--- config.mk ---
export PLATFORM = sky130hd
export DESIGN_NAME = uart_baud_gen
export DESIGN_NICKNAME = d
export VERILOG_FILES = /design/src/rtl/baud_pkg.sv /design/src/rtl/baud_prescale.sv /design/src/rtl/baud_reload_timer.sv /design/src/rtl/baud_final_div.sv /design/src/rtl/uart_baud_gen.sv
export SDC_FILE = /design/constraint.sdc
export NUM_CORES = 1
export LEC_CHECK = 0
export CORE_ASPECT_RATIO = 1.5
export CORE_UTILIZATION = 50
export CTS_CLUSTER_DIAMETER = 50
export DETAILED_ROUTE_END_ITERATION = 10
export PLACE_DENSITY = 0.71
export SYNTH_ARGS = -nofsm -noshare
export SYNTH_HDL_FRONTEND = slang
export SYNTH_SLANG_ARGS = --single-unit
--- constraint.sdc ---
create_clock -name clk -period 5.3 [get_ports clk]
set_clock_uncertainty 0.05 [all_clocks]
set_input_delay 0.53 -clock clk [delete_from_list [all_inputs] [get_ports clk]]
set_output_delay 0.53 -clock clk [all_outputs]
set_load 0.01 [all_outputs]
--- src/rtl/baud_pkg.sv ---
package baud_pkg;

  localparam int unsigned ASYNC_LO_DIV = 16;
  localparam int unsigned ASYNC_HI_DIV = 64;
  localparam int unsigned SYNC_DIV     = 2;

  typedef struct packed {
    logic [1:0] pre;
    logic [1:0] sec;
    logic       rate_hi;
    logic       sync;
  } sel_t;

  function automatic logic sel_illegal(input logic [1:0] pre, input logic [1:0] sec);
    return (pre == 2'd3) && (sec == 2'd3);
  endfunction

  function automatic int unsigned prescale_div(input logic [1:0] pre, input logic [1:0] sec);
    int unsigned d;
    case (pre)
      2'd0: d = 1;
      2'd1: d = 16;
      2'd2: d = 32;
      default: begin
        case (sec)
          2'd0:    d = 1;
          2'd1:    d = 4;
          2'd2:    d = 32;
          default: d = 1;
        endcase
      end
    endcase
    return d;
  endfunction

  function automatic int unsigned final_div(input logic sync, input logic rate_hi);
    if (sync) return SYNC_DIV;
    return rate_hi ? ASYNC_HI_DIV : ASYNC_LO_DIV;
  endfunction

endpackage

--- src/rtl/baud_prescale.sv ---
module baud_prescale #(
  parameter int DIV_W = 6
) (
  input  logic             clk,
  input  logic             rst_n,
  input  logic             clr,
  input  logic             tick_en,
  input  logic [DIV_W-1:0] div,
  output logic             pre_tick
);
  logic [DIV_W-1:0] cnt;

  assign pre_tick = tick_en && !clr && (cnt == div - DIV_W'(1));

  always_ff @(posedge clk or negedge rst_n) begin
    if (!rst_n)       cnt <= '0;
    else if (clr)     cnt <= '0;
    else if (pre_tick) cnt <= '0;
    else if (tick_en) cnt <= cnt + DIV_W'(1);
  end
endmodule

--- src/rtl/baud_reload_timer.sv ---
module baud_reload_timer #(
  parameter int CMP_W = 8
) (
  input  logic             clk,
  input  logic             rst_n,
  input  logic             clr,
  input  logic             pre_tick,
  input  logic [CMP_W-1:0] cmp,
  output logic             match,
  output logic             cyc_done,
  output logic [CMP_W-1:0] tcnt
);
  logic tog;

  assign match    = pre_tick && (tcnt == cmp);
  assign cyc_done = match && tog;

  always_ff @(posedge clk or negedge rst_n) begin
    if (!rst_n) begin
      tcnt <= '0;
      tog  <= 1'b0;
    end else if (clr) begin
      tcnt <= '0;
      tog  <= 1'b0;
    end else if (match) begin
      tcnt <= '0;
      tog  <= ~tog;
    end else if (pre_tick) begin
      tcnt <= tcnt + CMP_W'(1);
    end
  end
endmodule

--- src/rtl/baud_final_div.sv ---
module baud_final_div #(
  parameter int DIV_W = 7
) (
  input  logic             clk,
  input  logic             rst_n,
  input  logic             clr,
  input  logic             step,
  input  logic [DIV_W-1:0] div,
  output logic             pulse
);
  logic [DIV_W-1:0] dcnt;
  logic             term;

  assign term = step && (dcnt >= div - DIV_W'(1));

  always_ff @(posedge clk or negedge rst_n) begin
    if (!rst_n) begin
      dcnt  <= '0;
      pulse <= 1'b0;
    end else if (clr) begin
      dcnt  <= '0;
      pulse <= 1'b0;
    end else begin
      pulse <= term;
      if (term)      dcnt <= '0;
      else if (step) dcnt <= dcnt + DIV_W'(1);
    end
  end
endmodule

--- src/rtl/uart_baud_gen.sv ---
module uart_baud_gen
  import baud_pkg::*;
#(
  parameter int CMP_W  = 8,
  parameter int PDIV_W = 6,
  parameter int FDIV_W = 7
) (
  input  logic             clk,
  input  logic             rst_n,
  input  logic             tick_en,
  input  logic [1:0]       pre_sel,
  input  logic [1:0]       sec_sel,
  input  logic [CMP_W-1:0] cmp_val,
  input  logic             rate_hi,
  input  logic             sync_mode,
  input  logic             run,
  output logic             bit_en,
  output logic             cfg_bad
);
  sel_t             sel_live, sel_s;
  logic [CMP_W-1:0] cmp_s;
  logic             bad_live, bad_shd, hold, cfg_load;
  logic             pre_tick, tmr_match, cyc_done;
  logic [CMP_W-1:0] tcnt;
  logic [PDIV_W-1:0] pdiv;
  logic [FDIV_W-1:0] fdiv;

  assign sel_live = {pre_sel, sec_sel, rate_hi, sync_mode};
  assign bad_live = sel_illegal(pre_sel, sec_sel);
  assign bad_shd  = sel_illegal(sel_s.pre, sel_s.sec);
  assign hold     = !run || bad_live || bad_shd;
  assign cfg_load = hold || tmr_match;
  assign cfg_bad  = bad_live;

  assign pdiv = PDIV_W'(prescale_div(sel_s.pre, sel_s.sec));
  assign fdiv = FDIV_W'(final_div(sel_s.sync, sel_s.rate_hi));

  always_ff @(posedge clk or negedge rst_n) begin
    if (!rst_n) begin
      sel_s <= '0;
      cmp_s <= '0;
    end else if (cfg_load) begin
      sel_s <= sel_live;
      cmp_s <= cmp_val;
    end
  end

  baud_prescale #(.DIV_W(PDIV_W)) u_pre (
    .clk(clk), .rst_n(rst_n), .clr(hold), .tick_en(tick_en),
    .div(pdiv), .pre_tick(pre_tick)
  );

  baud_reload_timer #(.CMP_W(CMP_W)) u_tmr (
    .clk(clk), .rst_n(rst_n), .clr(hold), .pre_tick(pre_tick),
    .cmp(cmp_s), .match(tmr_match), .cyc_done(cyc_done), .tcnt(tcnt)
  );

  baud_final_div #(.DIV_W(FDIV_W)) u_fin (
    .clk(clk), .rst_n(rst_n), .clr(hold), .step(cyc_done),
    .div(fdiv), .pulse(bit_en)
  );
endmodule


Word-level counts from Yosys, hierarchy flattened:

Index checks and enable logic that the tools add are counted.

* register bits: 37
* output and inout bits: 2
* logic and storage cells: 62

* equality and inequality tests: 10
* magnitude comparators: 1
* bitwise gates (word level): 1
* reduce and logical (&&, ||, !) cells: 17
* add/subtract/negate cells: 5
* multiplexer cells: 18

Operators with widths (count)
* $mux 7: 5
* $mux 8: 3
* $mux 6: 3
* $pmux 6 s3: 1
* $eq 2x2->1 const B: 6
* $pmux 6 s2: 1
* $reduce_bool 3->1: 3
* $add 8x1->8 const B: 1
* $eq 8x8->1: 1
* $add 7x1->7 const B: 1
* $ge 7x7->1: 1
* $logic_and 1x1->1: 7
* $sub 7x1->7 const B: 1
* $add 6x1->6 const B: 1
* $eq 6x6->1: 1
* $sub 6x1->6 const B: 1
* $eq 2x1->1 const B: 2
* $mux 1: 4
* $logic_or 1x1->1: 3
* $logic_not 1->1: 2
* $logic_not 2->1: 1
* $mux 2: 1
* $reduce_bool 2->1: 1
* $not 1->1: 1

Longest topological paths before layout:

Gate-level depths: netlist of run 1.

* depth in word-level cells: 12
* depth in mapped cells: 12
* mapped depth without buffers: 11

Modules after synthesis:

From an unflattened synthesis of run 1, not the netlist that was laid out.

* cells, all modules: 241
* area, all modules: 2476.1 µm²

By module, submodules not included
* baud_final_div: seq. area each 200.2 µm², times used 1, cells an instance 80, area an instance 760.7 µm²
* uart_baud_gen: seq. area each 350.3 µm², times used 1, cells an instance 48, area an instance 689.4 µm²
* baud_reload_timer: seq. area each 225.2 µm², times used 1, cells an instance 56, area an instance 523.0 µm²
* baud_prescale: seq. area each 150.1 µm², times used 1, cells an instance 57, area an instance 503.0 µm²

Worst setup path after synthesis of run 1:

Ideal clock, no wire load.

* path type: register -> register
* start point: register sel_s[2] (netlist name)
* end point: register cmp_s[0]
* setup time: 0.128 ns
* arrival: 2.745 ns
* setup slack: 2.377 ns
* required time: 5.122 ns
* cell stages (with the launch flop): 13
* cell sequence: dfrtp_1 > inv_1 > ha_1 > a21bo_2 > nand2_1 > ha_1 > xnor2_1 > xnor2_1 > nand3_1 > nor4_2 > nand2b_1 > buf_2 > mux2_1

* cells in the longest elaborated chain, start to end: 8
* elaborated cells on any way between the ends: 14
* classes of those cells: add/sub: 1; eq/ne: 4; mux: 2; reduce/logical: 7

Ends and longest elaborated chain
* from (decl): line uart_baud_gen.sv:20 `sel_t sel_live, sel_s;`
* from (signal assigned): line uart_baud_gen.sv:43 `sel_s <= sel_live;`
* $eq 2x2->1 (tied with other cells): line baud_pkg.sv:25 `case (sec)`
* $pmux 6 s2 or $logic_and 1x1->1 (tied branches): line baud_pkg.sv:25, baud_pkg.sv:15
* $pmux 6 s3 or $logic_or 1x1->1 (tied branches): line baud_pkg.sv:20, uart_baud_gen.sv:31
* $sub 6x1->6 or $logic_not 1->1 (tied branches): line baud_prescale.sv:13 `assign pre_tick = tick_en && !clr && (cnt == div - DIV_W'(1));`
* $eq 6x6->1 or $logic_and 1x1->1 (tied branches): line baud_prescale.sv:13
* $logic_and 1x1->1: line baud_prescale.sv:13
* $logic_and 1x1->1: line baud_reload_timer.sv:15 `assign match = pre_tick && (tcnt == cmp);`
* $logic_or 1x1->1 (*): line uart_baud_gen.sv:32 `assign cfg_load = hold || tmr_match;`
* to (signal assigned): line uart_baud_gen.sv:44 `cmp_s <= cmp_val;`
* to (decl): line uart_baud_gen.sv:21 `logic [CMP_W-1:0] cmp_s;`

Every way passes the cells marked *; elsewhere a longest branch is shown, timed or not.
A chain may end at the register's enable or synchronous reset.

Worst setup path after layout of run 1:

Same ends and word-level chain as after synthesis.

==> results of run 1 <==
==> stage by stage <==
stage	utilization	hold WS (ns)	std cells	instance area [sq um]
after floorplan	-	0.184	218	2190
after global routing	0.600	0.395	285	2530
after global placement	0.573	0.437	277	2410
after CTS	0.600	0.342	285	2530
after detailed placement	0.573	0.445	277	2410
final	0.600	0.318	285	2530
==> area by class of cell <==
| type | instances | area (sq um) | area share |
|---|---|---|---|
| clock inverter | 1 | 30.0 | 0.0119 |
| clock buffer | 7 | 86.3 | 0.0342 |
| timing repair buffer | 19 | 185 | 0.0733 |
| sequential | 37 | 926 | 0.366 |
| multi-input combinational | 168 | 1220 | 0.481 |
| inverter | 7 | 26.3 | 0.0104 |
| tap | 46 | 57.6 | 0.0228 |
==> registers in the layout, indices dropped and copies added, names as in the netlist <==
signal and flops:
cmp_s 8, u_pre.cnt 6, sel_s 6, u_tmr.tcnt 8, u_fin.pulse 1, u_tmr.tog 1
u_fin.dcnt 7
==> kinds of logic (layout without fill, tap and decap cells) <==
group	count (synthesis)	count (layout)	share of synthesized area
AOI/OAI and AO/OA	35	35	0.115
and+or+nand+nor	84	84	0.208
adders and majority gates	13	13	0.0741
DFF	37	37	0.422
buffers and inverters	13	34	0.0239
other	1	1	0.00171
muxes	14	14	0.0713
xor gates and xnor gates	21	21	0.0838
==> cell usage in the layout, fill, tap and decap left out, types with 4 or more instances in the layout <==
master           instances
a21oi_1                 11
and3_1                   4
clkbuf_8                 6
clkdlybuf4s50_1         18
dfrtp_1                 37
ha_1                    13
inv_1                    7
mux2_1                  12
nand2_1                 17
nand2b_1                 5
nand3_1                 15
nor2_1                  11
nor4_1                   8
o21ai_0                  8
o22ai_1                  5
or3_1                    7
xnor2_1                 12
xor2_1                   9
==> cell usage after synthesis, drive strengths merged, types with 2 or more instances <==
cell | n | share of area
a22o | 3 | 0.012
nand2b | 5 | 0.014
ha | 13 | 0.074
nand3 | 15 | 0.034
or3 | 8 | 0.025
xor2 | 9 | 0.036
xnor2 | 12 | 0.048
o21ai | 8 | 0.018
and3 | 4 | 0.011
o22ai | 5 | 0.014
mux2 | 13 | 0.067
buf | 3 | 0.0068
a21oi | 11 | 0.025
inv | 7 | 0.012
nand4 | 3 | 0.0086
nor4 | 9 | 0.029
or2 | 4 | 0.011
nor2 | 11 | 0.019
clkbuf | 3 | 0.0051
dfrtp | 37 | 0.42
nand4b | 2 | 0.0080
nand2 | 18 | 0.032
==> per-layer routing <==
layer  up-vias  global-route usage
li1        822                   -
met1       811               0.241
met4         0              0.0643
met2        18               0.357
met5         -                   0
met3         5              0.0389
==> worst max-delay path by stage <==
stage | start | cells past startpoint | slack [ns] | endpoint
2_1_floorplan | sel_s[2]$_DFFE_PN0P_ | 12 | 2.38 | cmp_s[0]$_DFFE_PN0P_
3_3_place_gp | sel_s[2]$_DFFE_PN0P_ | 11 | 1.77 | cmp_s[5]$_DFFE_PN0P_
3_5_place_dp | sel_s[2]$_DFFE_PN0P_ | 11 | 1.64 | cmp_s[0]$_DFFE_PN0P_
4_1_cts | sel_s[2]$_DFFE_PN0P_ | 11 | 1.63 | cmp_s[0]$_DFFE_PN0P_
5_1_grt | sel_s[2]$_DFFE_PN0P_ | 11 | 1.30 | cmp_s[0]$_DFFE_PN0P_
6_report | sel_s[2]$_DFFE_PN0P_ | 11 | 1.69 | cmp_s[0]$_DFFE_PN0P_
==> power groups by stage <==
stage / clock, uW / sequential (uW) / combinational [uW]
after floorplan: 0 / 313 / 75.9
after global placement: 0 / 317 / 105
after detailed placement: 0 / 317 / 106
after CTS: 256 / 312 / 107
after global routing: 267 / 314 / 120
final: 250 / 312 / 105
==> results by group, run 1 <==
Run status
  – Status: finished, final reports clean

Drt
  – Met3 WL post-DR: between 90 and 100 um
  – ANT nets after route: 0
  – Routed length on met2: 2.27 mm
  – Detailed-route via count: 1656
  – Vias per inst: slightly below 6
  – Top sig layer: met4
  – DRT met1 WL: 1.71 mm
  – Drt wl/cell: 14.5 um
  – DR iter-0 viols: 73
  – DRC Markers: 0
  – Overall routed net length: 4.13 mm
  – Drt pass-1 iters: 4

Die
  – Placement Rows: 29
  – Die area: 4660 sq um
  – Initial core utilization: 0.521
  – DIE HEIGHT: 83.1 um
  – Die Wd: 56.1 um
  – Core Region: 4210 sq um
  – Total I/O pin count: 20

Synthesis
  – Post-Syn Nets: 249
  – EDFF count, synth: 0
  – Synth warnings: 0
  – Syn Area/Cell: 10.1 sq um
  – Synth Register Bits: 37
  – Ys async rst share: 1.00
  – Prevailing post-synth register cell: dfrtp_1
  – Sequential share of the synthesized area: 0.422
  – Gate Count Post-Synth: 218
  – Mapped cell area: 2190 sq um
  – Synth cell types: 42

Worst setup path
  – Worst path max stage delay: 0.74 ns
  – Cell family with most CP delay: simple AND/OR/NAND/NOR gates
  – CP startpoint kind: register
  – Setup CP Type: register to register
  – Critical Path Fanout Max: 20
  – Worst EP arrival: 3.73 ns
  – Worst EP required: 5.41 ns
  – Reg2reg start: sel_s[2]$_DFFE_PN0P_
  – CP Capture Type: register
  – R2r worst-path depth: 11
  – Cell with the largest stage delay on the worst path: nand2b_1
  – R2R setup slack: 1.69 ns
  – R2R Path End: cmp_s[0]$_DFFE_PN0P_
  – Bufs and invs on worst path: 1
  – Crit-path cells: inv_1 -> ha_1 -> a21bo_2 -> nand2_1 -> ha_1 -> xnor2_1 -> xnor2_1 -> nand3_1 -> nor4_2 -> nand2b_1 -> mux2_1

Global route
  – Vias in the first global route: 1665
  – GR Overflow Total: 0
  – First-pass GRT wire length: about 7.5 mm
  – Global Route Usage Sum: 0.201
  – Initial antenna violation count: 0
  – Largest net degree at the start of global routing: 38

Finish
  – Ant diodes: 0
  – Fillers: 388
  – Final Net Count: 269
  – Layout cell share with drive strength beyond 1: 0.0795
  – Area Growth Syn to Fin: 15.2%

Pwr
  – Leakage power: ~0.0010 uW
  – Pwr per Cell Area: between 200 and 300 nW/um^2
  – Peak supply drop: 0.226 mV
  – Combinational group share of total power: 0.158
  – Total power: 667 uW
  – Clock power frac: 0.374
  – Internal power: 500 uW
  – Switching power: 167 uW
  – Switching share of total power: 0.251
  – Sequential power share: 0.467

Placed design
  – Routability cong.: 0.769
  – Pre-CTS setup slack: 1.64 ns
  – Post-DP HPWL: 3.00 mm
  – Number of buffers added on ports: 19

Clocking
  – Clk root buf: clkbuf_8
  – Worst skew pair latency: 0.28 ns
  – Cts hold-fix bufs: 0
  – Reg clk slew, reported paths: 0.07 ns
  – Htree depth: 2
  – CTS tree: built
  – Post-CTS Resized: 0
  – Clock sink count: 37
  – CTS max path bufs: 2
  – CTS Buf Count: 5
  – Setup Buffers After CTS: 0

Timing
  – Sum of negative setup slack: 0 ns
  – Final hold vios: 0
  – Post-route minimum period: between 3 and 4 ns
  – Actual slew at the worst max-slew pin: ~0.9 ns
  – FMAX: ~280 MHz
  – Final setup viols: 0
  – Final worst slack: 1.69 ns
  – Worst slew margin: 0.395
  – Tcrit/Tclk final: 0.682
  – Final slew viol count: 0
  – RSZ-0062 raised after global routing: false

Worst hold path
  – Hold/Removal Path Class: input pin to async pin

Run
  – MaxCap Viol Count: 0
No activity file was read; power rests on OpenSTA's default activity.
==> run 2, diff against run 1 <==
- clock period: 5.3 -> 3.49 ns (I/O delays scaled with it)
==> run 2 against run 1 <==
Effect of this change: routed wire length is 1.8% lower; first-iteration DRC count is 1.4% lower; cell count grew 1.1%; combinational power grew 62%; largest power group unchanged; sequential power rose by 51%; worst setup slack got worse by 1.2 ns; global-route usage shrank 0.14 points; cell area up 1.4%; register-to-register slack got worse by 1.2 ns; via count shrank 0.91%; count of clock-buffer cells in the layout did not move; utilization grew 0.83 points.
==> results by group, run 2 (synthesis results as in run 1) <==
Run status
  – Status: finished, final reports clean

Finish
  – Commonest cells after routing, fill and taps aside: 37 x dfrtp_1, 18 x clkdlybuf4s50_1, 17 x nand2_1
  – Ant diodes: 0 (unchanged)
  – Post-layout util: 0.609 (+0.00832)
  – Final Net Count: 272 (+1.1%)
  – Commonest non-fill, non-tap cell in the layout: dfrtp_1
  – Area Growth Syn to Fin: 16.8%
  – Layout cell share with drive strength beyond 1: 0.0909 (+0.0114)
  – Register Area: 926 sq um (unchanged)
  – Fillers: 340 (-12%)
  – Multi-input combinational cell area: 1220 sq um (unchanged)
  – Regs by FF count: cmp_s: 8 flops, u_tmr.tcnt: 8 flops, u_fin.dcnt: 7 flops

Drt
  – Detailed-route via count: 1641 (-0.91%)
  – DRC Markers: 0 (unchanged)
  – Vias per inst: 5.70 (-1.9%)
  – Overall routed net length: 4.06 mm (-1.8%)
  – DR iter-0 viols: 72 (-1.4%)
  – Drt pass-1 iters: 6 (+2)
  – Drt wl/cell: 14.1 um (-2.8%)
  – ANT nets after route: 0 (unchanged)

Worst setup path
  – Worst EP required: 3.66 ns (-1.75 ns)
  – Cell with the largest stage delay on the worst path: or4_1
  – CP Capture Type: register
  – Critical Path Fanout Max: 9 (-55%)
  – Worst EP arrival: 3.16 ns (-0.57 ns)
  – Setup CP Type: register to register
  – Crit-path cells: inv_1 -> ha_1 -> a21bo_2 -> nand2_1 -> ha_1 -> xnor2_1 -> xnor2_1 -> nand3_1 -> or4_1 -> or3_4 -> o22ai_1
  – Worst path max stage delay: 0.58 ns (-0.16 ns)
  – CP startpoint kind: register

Timing
  – Post-route minimum period: 2.99 ns (-0.624 ns)
  – Worst slew margin: 0.391 (-0.00429)
  – Final setup viols: 0 (unchanged)
  – Final slew viol count: 0 (unchanged)
  – RSZ-0062 raised after global routing: false
  – Tcrit/Tclk final: 0.857 (+0.175)
  – Actual slew at the worst max-slew pin: 0.913 ns (+0.00644 ns)
  – FMAX: 334 MHz (+21%)
  – Final hold vios: 0 (unchanged)
  – Sum of negative setup slack: 0 ns (unchanged)

Global route
  – Initial antenna violation count: 0 (unchanged)
  – Largest net degree at the start of global routing: 38 (unchanged)
  – First-pass GRT wire length: 7.30 mm (-2.1%)
  – Global Route Usage Sum: 0.200 (-0.00137)
  – GR Overflow Total: 0 (unchanged)
  – Vias in the first global route: 1672 (+0.42%)

Clocking
  – Worst skew pair latency: 0.29 ns (about the same)
  – Cts hold-fix bufs: 0 (unchanged)
  – Clock sink count: 37 (unchanged)
  – Clk root buf: clkbuf_8
  – CTS max path bufs: 2 (unchanged)
  – Post-CTS Resized: 0 (unchanged)
  – Setup Buffers After CTS: 0 (unchanged)
  – CTS Buf Count: 5 (unchanged)
  – Reg clk slew, reported paths: 0.07 ns (about the same)
  – Htree depth: 2 (unchanged)
  – CTS tree: built

Pwr
  – Pwr per Cell Area: 402 nW/um^2 (+52%)
  – Leakage power: 0.00106 uW (+1.9%)
  – Peak supply drop: 0.320 mV (+42%)

Die
  – Die Wd: 56.1 um (unchanged)
  – Die area: 4660 sq um (unchanged)
  – DIE HEIGHT: 83.1 um (unchanged)
  – Total I/O pin count: 20 (unchanged)
  – Core Region: 4210 sq um (unchanged)
  – Placement Rows: 29 (unchanged)
  – Initial core utilization: 0.521 (unchanged)

Placed design
  – Routability cong.: 0.792 (+3.0%)
  – Post-DP HPWL: 2.92 mm (-2.5%)
  – Number of buffers added on ports: 19 (unchanged)

Worst hold path
  – Hold/Removal Path Class: input pin to async pin

Run
  – MaxCap Viol Count: 0 (unchanged)
-- run 2: critical path: cells and delay by family (launching register included) --
| kind | cells | cell delay, ns |
|---|---|---|
| adder cells (fa/ha/maj) | 2 | 0.54 |
| AND/OR/NAND/NOR | 4 | 1.20 |
| XOR/XNOR | 2 | 0.28 |
| flip-flops | 1 | 0.37 |
| buffers and inverters | 1 | 0.06 |
| AO/OA/AOI/OAI | 2 | 0.41 |
-- run 2: area by class of cell --
class | instances | area share
Clock buffer | 7 | 0.0337
Clock inverter | 1 | 0.0117
Inverter | 7 | 0.0103
Multi-Input combinational cell | 168 | 0.475
Sequential cell | 37 | 0.361
Tap cell | 46 | 0.0225
Timing Repair Buffer | 22 | 0.0859
-- run 2: metrics by stage --
step | instance area [sq um] | hold slack [ns] | total power, uW | instances | worst slack [ns]
5_1_grt | 2560 | 0.192 | 1080 | 288 | 0.319
2_1_floorplan | 2190 | 0.00341 | 591 | 218 | 0.567
4_1_cts | 2560 | 0.155 | 1040 | 288 | 0.490
3_3_place_gp | 2450 | 0.442 | 647 | 280 | 0.608
3_5_place_dp | 2450 | 0.447 | 651 | 280 | 0.508
6_report | 2560 | 0.125 | 1030 | 288 | 0.500
-- run 2: final timing paths --
check	endpoint	from	depth (start not counted)	slack, ns
hold reg to reg	cmp_s[5]$_DFFE_PN0P_	cmp_s[5]$_DFFE_PN0P_	1	0.46
setup reg to reg	u_fin.dcnt[5]$_DFFE_PN0P_	sel_s[2]$_DFFE_PN0P_	11	0.50
min in group clk	cmp_s[5]$_DFFE_PN0P_	cmp_s[5]$_DFFE_PN0P_	1	0.46
max in group asynchronous	sel_s[3]$_DFFE_PN0P_	rst_n	1	2.69
setup / recovery	u_fin.dcnt[5]$_DFFE_PN0P_	sel_s[2]$_DFFE_PN0P_	11	0.50
hold / removal	cmp_s[4]$_DFFE_PN0P_	rst_n	1	0.12
-- run 2: power breakdown --
group          internal [uW]  total (uW)  switching, uW
sequential               451         472           21.4
clock                    233         388            155
combinational           81.5         170           88.1
-- run 2: layer usage --
layer,up-vias,track usage,part of all wire
met5,-,0,0
met4,0,0.0931,0.023
met3,8,0.0452,0.024
met2,22,0.339,0.52
met1,779,0.237,0.43
li1,832,-,-
==> run 3, diff against run 2 <==
- PLACE_DENSITY: 0.71 -> unset
- PLACE_DENSITY_LB_ADDON: unset -> 0.08
==> run 3 against run 2 <==
Effect of this change: global-route usage grew 0.95 points; power is 0.41% higher; worst setup slack got worse by 0.17 ns; non-clock buffer count increased by 1; cell count is 0.35% higher; first-iteration DRC count rose by 11%; utilization increased by 0.089 points; critical endpoint unchanged; largest power group unchanged.
==> results by group, run 3 (synthesis results as in run 1) <==
Run status
  – Status: finished, final reports clean

Clocking
  – CTS Buf Count: 5 (unchanged)
  – CTS tree: built
  – Htree depth: 2 (unchanged)
  – Post-CTS Resized: 0 (unchanged)
  – CTS max path bufs: 2 (unchanged)
  – Worst skew pair latency: 0.30 ns (about the same)
  – Clk root buf: clkbuf_8
  – Cts hold-fix bufs: 0 (unchanged)
  – Clock sink count: 37 (unchanged)
  – Reg clk slew, reported paths: 0.08 ns (about the same)
  – Setup Buffers After CTS: 0 (unchanged)

Placed design
  – Post-DP HPWL: 3.28 mm (+12%)
  – Placement Cell Area: 2450 sq um (unchanged)
  – Routability cong.: 0.822 (+3.8%)
  – Number of buffers added on ports: 19 (unchanged)

Timing
  – Actual slew at the worst max-slew pin: 0.506 ns (-0.407 ns)
  – FMAX: 317 MHz (-5.3%)
  – Final setup viols: 0 (unchanged)
  – Post-route minimum period: 3.16 ns (+0.166 ns)
  – Worst slew margin: 0.660 (+0.268)
  – RSZ-0062 raised after global routing: false
  – Tcrit/Tclk final: 0.904 (+0.0476)
  – Sum of negative setup slack: 0 ns (unchanged)
  – Final hold vios: 0 (unchanged)
  – Final slew viol count: 0 (unchanged)

Worst setup path
  – Setup CP Type: register to register
  – Worst EP required: 3.67 ns (about the same)
  – CP startpoint kind: register
  – Critical Path Fanout Max: 10 (+1)
  – Worst path max stage delay: 0.65 ns (+0.07 ns)
  – CP Capture Type: register
  – Crit-path cells: inv_1 -> ha_1 -> a21bo_2 -> nand2_1 -> ha_1 -> xnor2_1 -> xnor2_1 -> nand3_1 -> or4_1 -> or3_4 -> o22ai_1
  – Worst EP arrival: 3.34 ns (+0.18 ns)
  – Bufs and invs on worst path: 1 (unchanged)
  – Cell family with most CP delay: simple AND/OR/NAND/NOR gates
  – Cell with the largest stage delay on the worst path: or4_1

Global route
  – GR Util met2: 0.368 (+0.0292)
  – Largest net degree at the start of global routing: 38 (unchanged)
  – Initial antenna violation count: 0 (unchanged)
  – Global Route Usage Sum: 0.209 (+0.00955)
  – Vias in the first global route: 1761 (+5.3%)
  – GR Overflow Total: 0 (unchanged)
  – First-pass GRT wire length: 7.63 mm (+4.5%)
  – Most Crowded Layer GR: met2
  – M1 GR Usage: 0.230 (-0.00686)
  – Routing usage on met3: 0.0483 (+0.00312)

Pwr
  – Peak supply drop: 0.354 mV (+11%)
  – Pwr per Cell Area: 403 nW/um^2 (+0.26%)
  – Sequential power share: 0.457 (about the same)
  – Clock power frac: 0.383 (+0.006)
  – Leakage power: 0.00106 uW (about the same)
  – Switching share of total power: 0.264 (+0.00663)
  – Combinational group share of total power: 0.161 (-0.004)
  – Total power: 1030 uW (+0.41%)
  – Switching power: 273 uW (+3.0%)
  – Internal power: 762 uW (-0.49%)

Finish
  – Commonest cells after routing, fill and taps aside: 37 x dfrtp_1, 19 x clkdlybuf4s50_1, 17 x nand2_1
  – Regs by FF count: cmp_s: 8 flops, u_tmr.tcnt: 8 flops, u_fin.dcnt: 7 flops
  – Commonest non-fill, non-tap cell in the layout: dfrtp_1
  – Final Net Count: 273 (+0.37%)
  – Area Growth Syn to Fin: 16.9%
  – Layout cell share with drive strength beyond 1: 0.0947 (+0.00374)
  – Fin area: 2570 sq um (+0.15%)
  – Ant diodes: 0 (unchanged)
  – Post-layout util: 0.610 (+0.000892)

Die
  – Total I/O pin count: 20 (unchanged)
  – Die area: 4660 sq um (unchanged)
  – Placement Rows: 29 (unchanged)
  – DIE HEIGHT: 83.1 um (unchanged)
  – Initial core utilization: 0.521 (unchanged)
  – Core Region: 4210 sq um (unchanged)
  – Die Wd: 56.1 um (unchanged)

Drt
  – DR iter-0 viols: 80 (+11%)
  – Detailed-route via count: 1720 (+4.8%)
  – Overall routed net length: 4.44 mm (+9.5%)
  – DRC Markers: 0 (unchanged)
  – Drt wl/cell: 15.4 um (+9.1%)
  – Vias per inst: 5.95 (+4.5%)
  – Drt pass-1 iters: 4 (-2)
  – ANT nets after route: 0 (unchanged)

Worst hold path
  – Hold/Removal Path Class: input pin to async pin

Run
  – MaxCap Viol Count: 0 (unchanged)
==> run 3: cell types whose count changed in the layout (fill, tap and decap cells not counted), sizes merged <==
| cell | before | now |
|---|---|---|
| clkbuf | 8 | 6 |
| clkinvlp | 0 | 1 |
| clkdlybuf4s50 | 18 | 19 |
| buf | 3 | 4 |
==> run 3: path summary, 6_finish.rpt <==
kind / start / end / slack (ns) / cells past startpoint
max: sel_s[2]$_DFFE_PN0P_ / u_fin.dcnt[5]$_DFFE_PN0P_ / 0.33 / 11
min: rst_n / cmp_s[0]$_DFFE_PN0P_ / 0.40 / 2
max reg2reg: sel_s[2]$_DFFE_PN0P_ / u_fin.dcnt[5]$_DFFE_PN0P_ / 0.33 / 11
min reg2reg: cmp_s[2]$_DFFE_PN0P_ / cmp_s[2]$_DFFE_PN0P_ / 0.46 / 1
max in group asynchronous: rst_n / sel_s[3]$_DFFE_PN0P_ / 2.63 / 2
min in group clk: cmp_s[2]$_DFFE_PN0P_ / cmp_s[2]$_DFFE_PN0P_ / 0.46 / 1
==> run 3: routing by layer <==
metal | wire length, um | vias up
li1 | - | 834
met1 | 1740 | 839
met2 | 2440 | 37
met3 | 152 | 10
met4 | 114 | 0
met5 | 0 | -
==> run 3: power groups by stage <==
stage	sequential [uW]	combinational, uW	clock, uW
detailed placement	481	168	0
CTS	473	168	403
global placement	480	160	0
floorplan	475	115	0
global route	477	187	415
finish	472	166	396
==> run 3: worst register-to-register path: stages, from the launching register on <==
cell	delay [ns]
dfrtp_1	0.37
inv_1	0.06
ha_1	0.33
a21bo_2	0.24
nand2_1	0.06
ha_1	0.20
xnor2_1	0.14
xnor2_1	0.13
nand3_1	0.27
or4_1	0.65
or3_4	0.42
o22ai_1	0.17
==> run 3: layout make-up <==
type / instances / area, sq um
clock buffers: 6 / 82.6
well taps: 46 / 57.6
fillers: 357 / 1640
multi-input cells: 168 / 1220
inverters: 7 / 26.3
flip-flops and latches: 37 / 926
repair buffers: 23 / 220
clock inverters: 2 / 37.5
==> run 3: per-stage QoR <==
| step | hold WS (ns) | std cells | setup slack, ns |
|---|---|---|---|
| 6_report | 0.405 | 289 | 0.334 |
| 5_1_grt | 0.465 | 289 | 0.0406 |
| 4_1_cts | 0.420 | 289 | 0.327 |
| 3_5_place_dp | 0.448 | 281 | 0.336 |
| 3_3_place_gp | 0.442 | 281 | 0.414 |
| 2_1_floorplan | 0.00341 | 218 | 0.567 |
